**src/rtl/blk_lock_pkg.sv**
```systemverilog
// Package: shared constants and types of the block-lock guard.
// Assumes a one-byte control register at the top of a 16-bit address space.
package blk_lock_pkg;
    localparam int          LOCK_EN_BIT = 7;
    localparam int          LVL_HI_BIT  = 3;
    localparam int          LVL_LO_BIT  = 2;
    localparam logic [7:0]  CTRL_KEEP   = 8'h8C;
    localparam logic [15:0] CTRL_ADDR   = 16'hFFFF;

    typedef enum logic [1:0] {
        LOCK_NONE    = 2'b00,
        LOCK_QUARTER = 2'b01,
        LOCK_HALF    = 2'b10,
        LOCK_ALL     = 2'b11
    } lock_lvl_e;
endpackage

```
**src/rtl/blk_lock_range.sv**
```systemverilog
// Module: address classifier. Tells whether a commit targets the control
// register and whether a data page commit is legal against the lock level.
// Assumes ARRAY_BYTES is a power of two of at least four pages, so quarter
// borders are page aligned and the page start quarter decides the page.
module blk_lock_range #(
    parameter int ARRAY_BYTES = 8192,
    parameter int PAGE_BYTES  = 32,
    parameter int ADDR_W      = 16,
    parameter int LEN_W       = 6
) (
    input  logic [1:0]        lvl_i,
    input  logic [ADDR_W-1:0] addr_i,
    input  logic [LEN_W-1:0]  len_i,
    output logic              is_ctrl_o,
    output logic              page_ok_o
);
    import blk_lock_pkg::*;

    localparam int AW = $clog2(ARRAY_BYTES);

    logic       in_array;
    logic [1:0] quarter;
    logic       len_ok;
    logic       locked;
    logic       unused_low;

    // Upper address bits must be zero for an address inside the array.
    generate
        if (AW < ADDR_W) begin : g_upper
            assign in_array = (addr_i[ADDR_W-1:AW] == '0);
        end else begin : g_full
            assign in_array = 1'b1;
        end
    endgenerate

    assign quarter    = addr_i[AW-1 -: 2];
    assign unused_low = ^addr_i[AW-3:0];
    assign is_ctrl_o  = (addr_i == CTRL_ADDR);
    assign len_ok     = (len_i != '0) && (len_i <= LEN_W'(PAGE_BYTES));

    // Map the lock level onto the quarter of the page start.
    always_comb begin
        case (lock_lvl_e'(lvl_i))
            LOCK_NONE:    locked = 1'b0;
            LOCK_QUARTER: locked = (quarter == 2'b11);
            LOCK_HALF:    locked = quarter[1];
            default:      locked = 1'b1;
        endcase
    end

    assign page_ok_o = in_array && len_ok && !locked && !is_ctrl_o;

    // a full lock never lets a page through.
    always_comb begin
        if (lvl_i == 2'b11) begin
            a_r3_full_lock: assert (!page_ok_o);
        end
    end
endmodule

```
**src/rtl/blk_lock_wel.sv**
```systemverilog
// Module: internal write-enable latch. Set by a completed reset sequence,
// cleared by every clear condition, clears taking priority.
// Assumes all events are single-cycle strobes and the pin is synchronised.
module blk_lock_wel (
    input  logic clk,
    input  logic rst_n,
    input  logic pin_n_i,
    input  logic arm_i,
    input  logic invalid_i,
    input  logic done_i,
    input  logic refuse_i,
    output logic wel_o
);
    logic wel_q;
    logic clear;

    assign clear = !pin_n_i || invalid_i || done_i || refuse_i;

    // Latch update: any clear beats an arm in the same cycle.
    always_ff @(posedge clk) begin
        if (!rst_n) begin
            wel_q <= 1'b0;
        end else if (clear) begin
            wel_q <= 1'b0;
        end else if (arm_i) begin
            wel_q <= 1'b1;
        end
    end

    assign wel_o = wel_q;

    a_r5_pin_holds_clear: assert property (@(posedge clk) disable iff (!rst_n)
        !pin_n_i |=> !wel_q);

    a_r5_done_clears: assert property (@(posedge clk) disable iff (!rst_n)
        done_i |=> !wel_q);

    a_r6_set_by_arm: assert property (@(posedge clk) disable iff (!rst_n)
        $rose(wel_q) |-> $past(arm_i));
endmodule

```
**src/rtl/blk_lock_ctrl_reg.sv**
```systemverilog
// Module: lock control register with a pending-write stage. A granted
// commit parks the masked byte; the end of the write cycle applies it.
// Assumes the engine raises done_i once per nonvolatile write cycle.
module blk_lock_ctrl_reg (
    input  logic       clk,
    input  logic       rst_n,
    input  logic       commit_i,
    input  logic       grant_i,
    input  logic [7:0] byte_i,
    input  logic       done_i,
    output logic [7:0] ctrl_o
);
    import blk_lock_pkg::*;

    logic [7:0] ctrl_q;
    logic [7:0] park_q;
    logic       pend_q;

    // Pending stage: each commit replaces it, the end of a write empties it.
    always_ff @(posedge clk) begin
        if (!rst_n) begin
            pend_q <= 1'b0;
            park_q <= '0;
        end else if (commit_i) begin
            pend_q <= grant_i;
            park_q <= byte_i & CTRL_KEEP;
        end else if (done_i) begin
            pend_q <= 1'b0;
        end
    end

    // Register update: applies the parked byte at the end of the write.
    always_ff @(posedge clk) begin
        if (!rst_n) begin
            ctrl_q <= '0;
        end else if (done_i && pend_q) begin
            ctrl_q <= park_q;
        end
    end

    assign ctrl_o = ctrl_q;

    a_r10_change_after_done: assert property (@(posedge clk) disable iff (!rst_n)
        !done_i |=> $stable(ctrl_q));
endmodule

```
**src/rtl/blk_lock_guard.sv**
```systemverilog
// Module: top of the block-lock write protection guard. Combines the latch,
// the pin-gated lock enable and the lock level into one permit decision per
// commit, registered at the commit and held until the next one.
// Assumes the serial protocol engine supplies decoded single-cycle events.
module blk_lock_guard #(
    parameter  int ARRAY_BYTES = 8192,
    parameter  int PAGE_BYTES  = 32,
    localparam int LEN_W       = $clog2(PAGE_BYTES) + 1
) (
    input  logic             clk,
    input  logic             rst_n,
    input  logic             guard_pin_n,
    input  logic             arm_i,
    input  logic             invalid_i,
    input  logic             commit_i,
    input  logic [15:0]      commit_addr_i,
    input  logic [LEN_W-1:0] commit_len_i,
    input  logic [7:0]       commit_byte_i,
    input  logic             nv_done_i,
    output logic             permit_o,
    output logic             wel_o,
    output logic [7:0]       ctrl_o
);
    import blk_lock_pkg::*;

    logic is_ctrl;
    logic page_ok;
    logic hw_lock;
    logic ctrl_ok;
    logic permit_d;
    logic permit_q;
    logic wel;
    logic [7:0] ctrl;

    blk_lock_range #(
        .ARRAY_BYTES (ARRAY_BYTES),
        .PAGE_BYTES  (PAGE_BYTES),
        .ADDR_W      (16),
        .LEN_W       (LEN_W)
    ) u_range (
        .lvl_i     (ctrl[LVL_HI_BIT:LVL_LO_BIT]),
        .addr_i    (commit_addr_i),
        .len_i     (commit_len_i),
        .is_ctrl_o (is_ctrl),
        .page_ok_o (page_ok)
    );

    // Decision: pin-gated lock for the register, lock level for pages.
    assign hw_lock  = !guard_pin_n && ctrl[LOCK_EN_BIT];
    assign ctrl_ok  = is_ctrl && !hw_lock && (commit_len_i == LEN_W'(1));
    assign permit_d = wel && (ctrl_ok || page_ok);

    blk_lock_wel u_wel (
        .clk       (clk),
        .rst_n     (rst_n),
        .pin_n_i   (guard_pin_n),
        .arm_i     (arm_i),
        .invalid_i (invalid_i),
        .done_i    (nv_done_i),
        .refuse_i  (commit_i && !permit_d),
        .wel_o     (wel)
    );

    blk_lock_ctrl_reg u_ctrl (
        .clk      (clk),
        .rst_n    (rst_n),
        .commit_i (commit_i),
        .grant_i  (permit_d && is_ctrl),
        .byte_i   (commit_byte_i),
        .done_i   (nv_done_i),
        .ctrl_o   (ctrl)
    );

    // Permit flag: sampled at each commit, held until the next.
    always_ff @(posedge clk) begin
        if (!rst_n) begin
            permit_q <= 1'b0;
        end else if (commit_i) begin
            permit_q <= permit_d;
        end
    end

    assign permit_o = permit_q;
    assign wel_o    = wel;
    assign ctrl_o   = ctrl;

    a_r9_permit_held: assert property (@(posedge clk) disable iff (!rst_n)
        !commit_i |=> $stable(permit_o));

    a_r8_needs_latch: assert property (@(posedge clk) disable iff (!rst_n)
        (commit_i && !wel_o) |=> !permit_o);

    a_r4_pin_lock: assert property (@(posedge clk) disable iff (!rst_n)
        (commit_i && commit_addr_i == 16'hFFFF && !guard_pin_n && ctrl_o[7]) |=> !permit_o);

    a_r7_single_byte: assert property (@(posedge clk) disable iff (!rst_n)
        (commit_i && commit_addr_i == 16'hFFFF && commit_len_i != 6'd1) |=> !permit_o);
endmodule

```
**config.mk**
```make
export PLATFORM = sky130hd
export DESIGN_NAME = blk_lock_guard
export DESIGN_NICKNAME = d
export VERILOG_FILES = /design/src/rtl/blk_lock_pkg.sv /design/src/rtl/blk_lock_range.sv /design/src/rtl/blk_lock_wel.sv /design/src/rtl/blk_lock_ctrl_reg.sv /design/src/rtl/blk_lock_guard.sv
export SDC_FILE = /design/constraint.sdc
export NUM_CORES = 1
export LEC_CHECK = 0
export BUFFER_PORTS_ARGS = -buffer_cell sky130_fd_sc_hd__buf_4
export CAP_MARGIN = 20
export CORE_UTILIZATION = 37
export DETAILED_ROUTE_END_ITERATION = 10
export GPL_ROUTABILITY_DRIVEN = 1
export GPL_TIMING_DRIVEN = 0
export HOLD_SLACK_MARGIN = 0.08
export PLACE_DENSITY = 0.82
export SKIP_CTS_REPAIR_TIMING = 1
export SLEW_MARGIN = 20
export SYNTH_ARGS = -nofsm -noshare
export SYNTH_HDL_FRONTEND = slang
export SYNTH_SLANG_ARGS = --single-unit
```
**constraint.sdc**
```tcl
create_clock -name clk -period 3.9 [get_ports clk]
set_input_delay 0.39 -clock clk [delete_from_list [all_inputs] [get_ports clk]]
set_output_delay 0.39 -clock clk [all_outputs]
set_load 0.01 [all_outputs]
```
* Word level (Yosys, flattened, before mapping)
Cells that the tools add are included.
Storage, ports and cells: bits in registers 9, input port bits 37, output and inout bits 10, logic and storage cells 40
Cells by class: $lt $le $gt $ge 1, equal/unequal tests 5, mux-type cells 3, bitwise gates (word level) 1, reductions and logical operators 25
Operators with widths (number):
- == test 16 bit, second input constant | 1
- logical AND 1 bit | 11
- == test 6 x 1 -> 1 bit, second input constant | 1
- <= comparator 6 bit, second input constant | 1
- nonzero test 6 bit | 1
- zero test 1 bit | 5
- == test 2 bit, second input constant | 2
- logical OR 1 bit | 4
- zero test 3 bit | 1
- one-hot mux 1 bit (3 select lines) | 1
- == test 2 x 1 -> 1 bit, second input constant | 1
- zero test 2 bit | 1
- 2-to-1 mux 1 bit | 2
- nonzero test 2 bit | 1
- OR reduction 2 bit | 1
- NOT 1 bit | 1

* Logic depth before layout (Yosys ltp)
depth in word-level cells 11, depth in mapped cells 5

* Hierarchy
From an unflattened synthesis, not the netlist that was laid out.
Unflattened totals: cell total of the unflattened synthesis 63, area total of the unflattened synthesis 568.0 um^2
By module, submodules not included:
- blk_lock_ctrl_reg | instances 1, cells each 33, area each 316.6 um^2
- blk_lock_guard | instances 1, cells each 12, area each 107.6 um^2
- blk_lock_range | instances 1, cells each 14, area each 87.6 um^2
- blk_lock_wel | instances 1, cells each 4, area each 56.3 um^2

* Worst setup path before layout
No wires, ideal clock.
kind input-to-reg, start point input port commit_len_i[1], end point register permit_q, in the netlist permit_o, data arrival time 1.533 ns, data required time 3.772 ns, path slack 2.239 ns, stages on the path 5, cells stage by stage or4_4 > or3_1 > nand4_1 > and3_4 > nor3_1
On the way: longest elaborated chain between the ends 7
Ends and longest elaborated chain:
- from (decl) | RTL line blk_lock_guard.sv:17 | input logic [LEN_W-1:0] commit_len_i,
- <= comparator 6 bit / nonzero test 6 bit (equally long branches) | RTL line blk_lock_range.sv:39 | assign len_ok = (len_i != '0) && (len_i <= LEN_W'(PAGE_BYTES));
- logical AND 1 bit | RTL line blk_lock_range.sv:39
- logical AND 1 bit (3 in series) | RTL line blk_lock_range.sv:51 | assign page_ok_o = in_array && len_ok && !locked && !is_ctrl_o;
- logical OR 1 bit (*) | RTL line blk_lock_guard.sv:51 | assign permit_d = wel && (ctrl_ok || page_ok);
- logical AND 1 bit (*) | RTL line blk_lock_guard.sv:51
- to (signal assigned) | RTL line blk_lock_guard.sv:79 | permit_q <= permit_d;
- to (decl) | RTL line blk_lock_guard.sv:31 | logic permit_q;
Mark *: on every way between the ends. The rest lies on a longest branch, timed or not. A chain may end at the register's enable or synchronous reset.

* Worst setup path in the final report
Ends and elaborated chain as after synthesis.

==> results by group <==
Global routing
  • Number of global-route vias before repair: 468
  • First-pass GRT wire length: between 1500 and 2000 µm
  • Initial antenna violation count: 0
  • GRT Total Usage: 0.187
  • Largest net degree at the start of global routing: 9
  • Total grt overflow: 0

Routing
  • Avg WL per Cell: 10.6 µm
  • Vias per cell: roughly 5.0
  • Starting DRT DRC Count: 16
  • Total number of vias: 574
  • Routed Antenna Nets: 0
  • WL final: approximately 1200 µm
  • Initial DRT Pass Iterations: 4
  • Residual DRC count: 0

STA
  • Worst-Margin Slew: around 530 ps
  • Clock skew: between 3 and 4 ps
  • Clock period minus worst slack: approximately 1500 ps
  • Final Hold Fails: 0
  • Highest clock rate: roughly 0.65 GHz
  • Slew HR: 0.638
  • Max-slew violations: 0
  • Setup TNS: 0 ps
  • Crit share post-route: 0.397
  • Final setup viols: 0
  • Unrepaired setup endpoints after global routing: false
  • WHS: just under 400 ps
  • Fin worst setup slack: 2350 ps

Logic synthesis
  • Number of flops mapped to enable cells by yosys: 0
  • Post-Synth Simple-Gate Area: 0.314
  • Main combinational cell family by area after synthesis: simple AND/OR/NAND/NOR gates
  • Mapped Avg Cell Area: between 8 and 9 µm²
  • Synth Area in Compound Gates: 0.144
  • FF+latch count, synth: 9
  • Synth Flop Type: dfxtp_1
  • Synthesized netlist cell count: a little under 60
  • Sequential share of the synthesized area: 0.370
  • Ys async rst share: 0
  • Mux contribution to synthesized area: 0.0617
  • Post-synthesis adder-cell area fraction: 0
  • YS warnings: 0
  • Xor/xnor share of the synthesized area: 0
  • Post-synth cell types: 25
  • Synth Cell Area: roughly 500 µm²

Placed design
  • DP Worst Slack: 2090 ps
  • Routability cong.: around 0.7
  • Port Buffers: 35
  • Hpwl dp: ~1000 µm

Worst setup path
  • Setup CP Type: in2reg
  • CP peak stage delay: between 500 and 600 ps
  • Arrival time of the worst setup path: 1690 ps
  • Critical path required time: around 4000 ps
  • R2r startpoint: u_ctrl.ctrl_o[3]
  • Crit path capture type: register
  • Worst setup SP type: input pin
  • Critical Path Fanout Max: 3
  • Cell Chain, Critical Path: buf_4, or4_4, or3_1, nand4_1, and3_4, nor3_1
  • Critical-path top delay cell: or4_4
  • CP startpoint: commit_len_i[1]

Outcome
  • Status: finished, final reports clean

Power
  • PD cells: 260 nW/µm²
  • Total Power: ~210 µW
  • Pleak: about 0.38 nW
  • Worst IR Drop VDD: about 210 µV

Finish
  • Commonest non-fill, non-tap cells in the layout: buf_4 (40), dfxtp_1 (9), nand2_1 (5), nand4_1 (5), conb_1 (5)
  • Share of cells above drive strength 1: 0.455
  • N_diodes: 0
  • Final net count: around 140
  • Area grow syn2layout: 66.1%
  • Most common cell after layout, fill and taps aside: buf_4

Hold path
  • Hold Crit Start: commit_byte_i[7]
  • Hold crit path type: in2reg

Die
  • Top Ports: between 40 and 50
  • Die ar.: ~1500 µm²
  • Core area: approximately 1200 µm²
  • Standard-cell row count: 12
  • Die height: roughly 38 µm
  • Initial Util: 0.416
  • DIE WIDTH: 38.3 µm

CTS
  • Root Driver: clkbuf_4
  • Clk sink count: 9
  • H-Tree Depth: 1
  • CTS tree: yes
  • Worst skew pair latency: about 260 ps
  • Worst-path clk slew: around 60 ps
  • Inserted Clock Buffers: 3
  • CTS Buffer Depth: 2

Job
  • Max_cap viols: 0
-- flip-flops by register name (all words and copies together), names as in the netlist --
signal,cells
u_ctrl.ctrl_o,3
u_ctrl.park_q,3
permit_o,1
u_ctrl.pend_q,1
u_wel.wel_o,1
-- path summary, 6_finish.rpt --
check | endpoint | slack, ps | cells past startpoint
worst max-delay path | permit_o | 2350 | 6
worst min-delay path | u_ctrl.park_q[7] | 390 | 3
worst max register to register | u_wel.wel_o | 2430 | 4
worst min register to register | u_ctrl.ctrl_o[2] | 490 | 2
-- worst max-delay path, delay by kind of cell --
family	cells	cell delay, ps
AND/OR/NAND/NOR	5	1190
buffers and inverters	1	110
-- synth_stat cells (2+ instances only) --
cell type,number,share of area
nand3_1,3,0.031
inv_1,2,0.015
a21boi_0,3,0.046
nor2b_1,3,0.039
nand4_1,5,0.064
dfxtp_1,9,0.37
buf_4,5,0.077
mux2i_1,3,0.062
nand2_1,5,0.039
nor3_1,3,0.031
nor2_1,3,0.023
-- power by group --
group	internal, mW	switching [mW]
Clock	0.0393	0.0312
Sequential	0.0942	0.00125
Combinational	0.0287	0.0151
Total	0.162	0.0476
-- cell type report --
type                            instances  area [µm²]
Inverter                                2        7.51
Buffer                                  6        42.5
Timing Repair Buffer                   35         263
Multi-Input combinational cell         45         272
Sequential cell                         9         180
Clock buffer                            4        26.3
Fill cell                             105         363
Tap cell                               14        17.5
-- metal layers --
| metal | global-route usage | part of all wire | wire length, µm |
|---|---|---|---|
| met2 | 0.343 | 0.48 | 580 |
| met4 | 0.0804 | 0 | 0 |
| met5 | 0 | 0 | 0 |
| met1 | 0.193 | 0.38 | 467 |
| met3 | 0.0523 | 0.14 | 172 |
-- stage by stage --
stage          instances   util  instance area, µm²
6_report             115  0.690                 808
5_1_grt              115  0.690                 808
4_1_cts              115  0.690                 808
3_5_place_dp         111  0.668                 782
3_3_place_gp         111  0.668                 782
2_1_floorplan         62      -                 502
-- kinds of logic after synthesis --
group                  count (synthesis)
AO/OA/AOI/OAI                         10
buffers and inverters                  8
flip-flops                             9
multiplexers                           3
other                                  1
AND/OR/NAND/NOR                       27
Note: power is estimated with default switching activity, not from simulation.
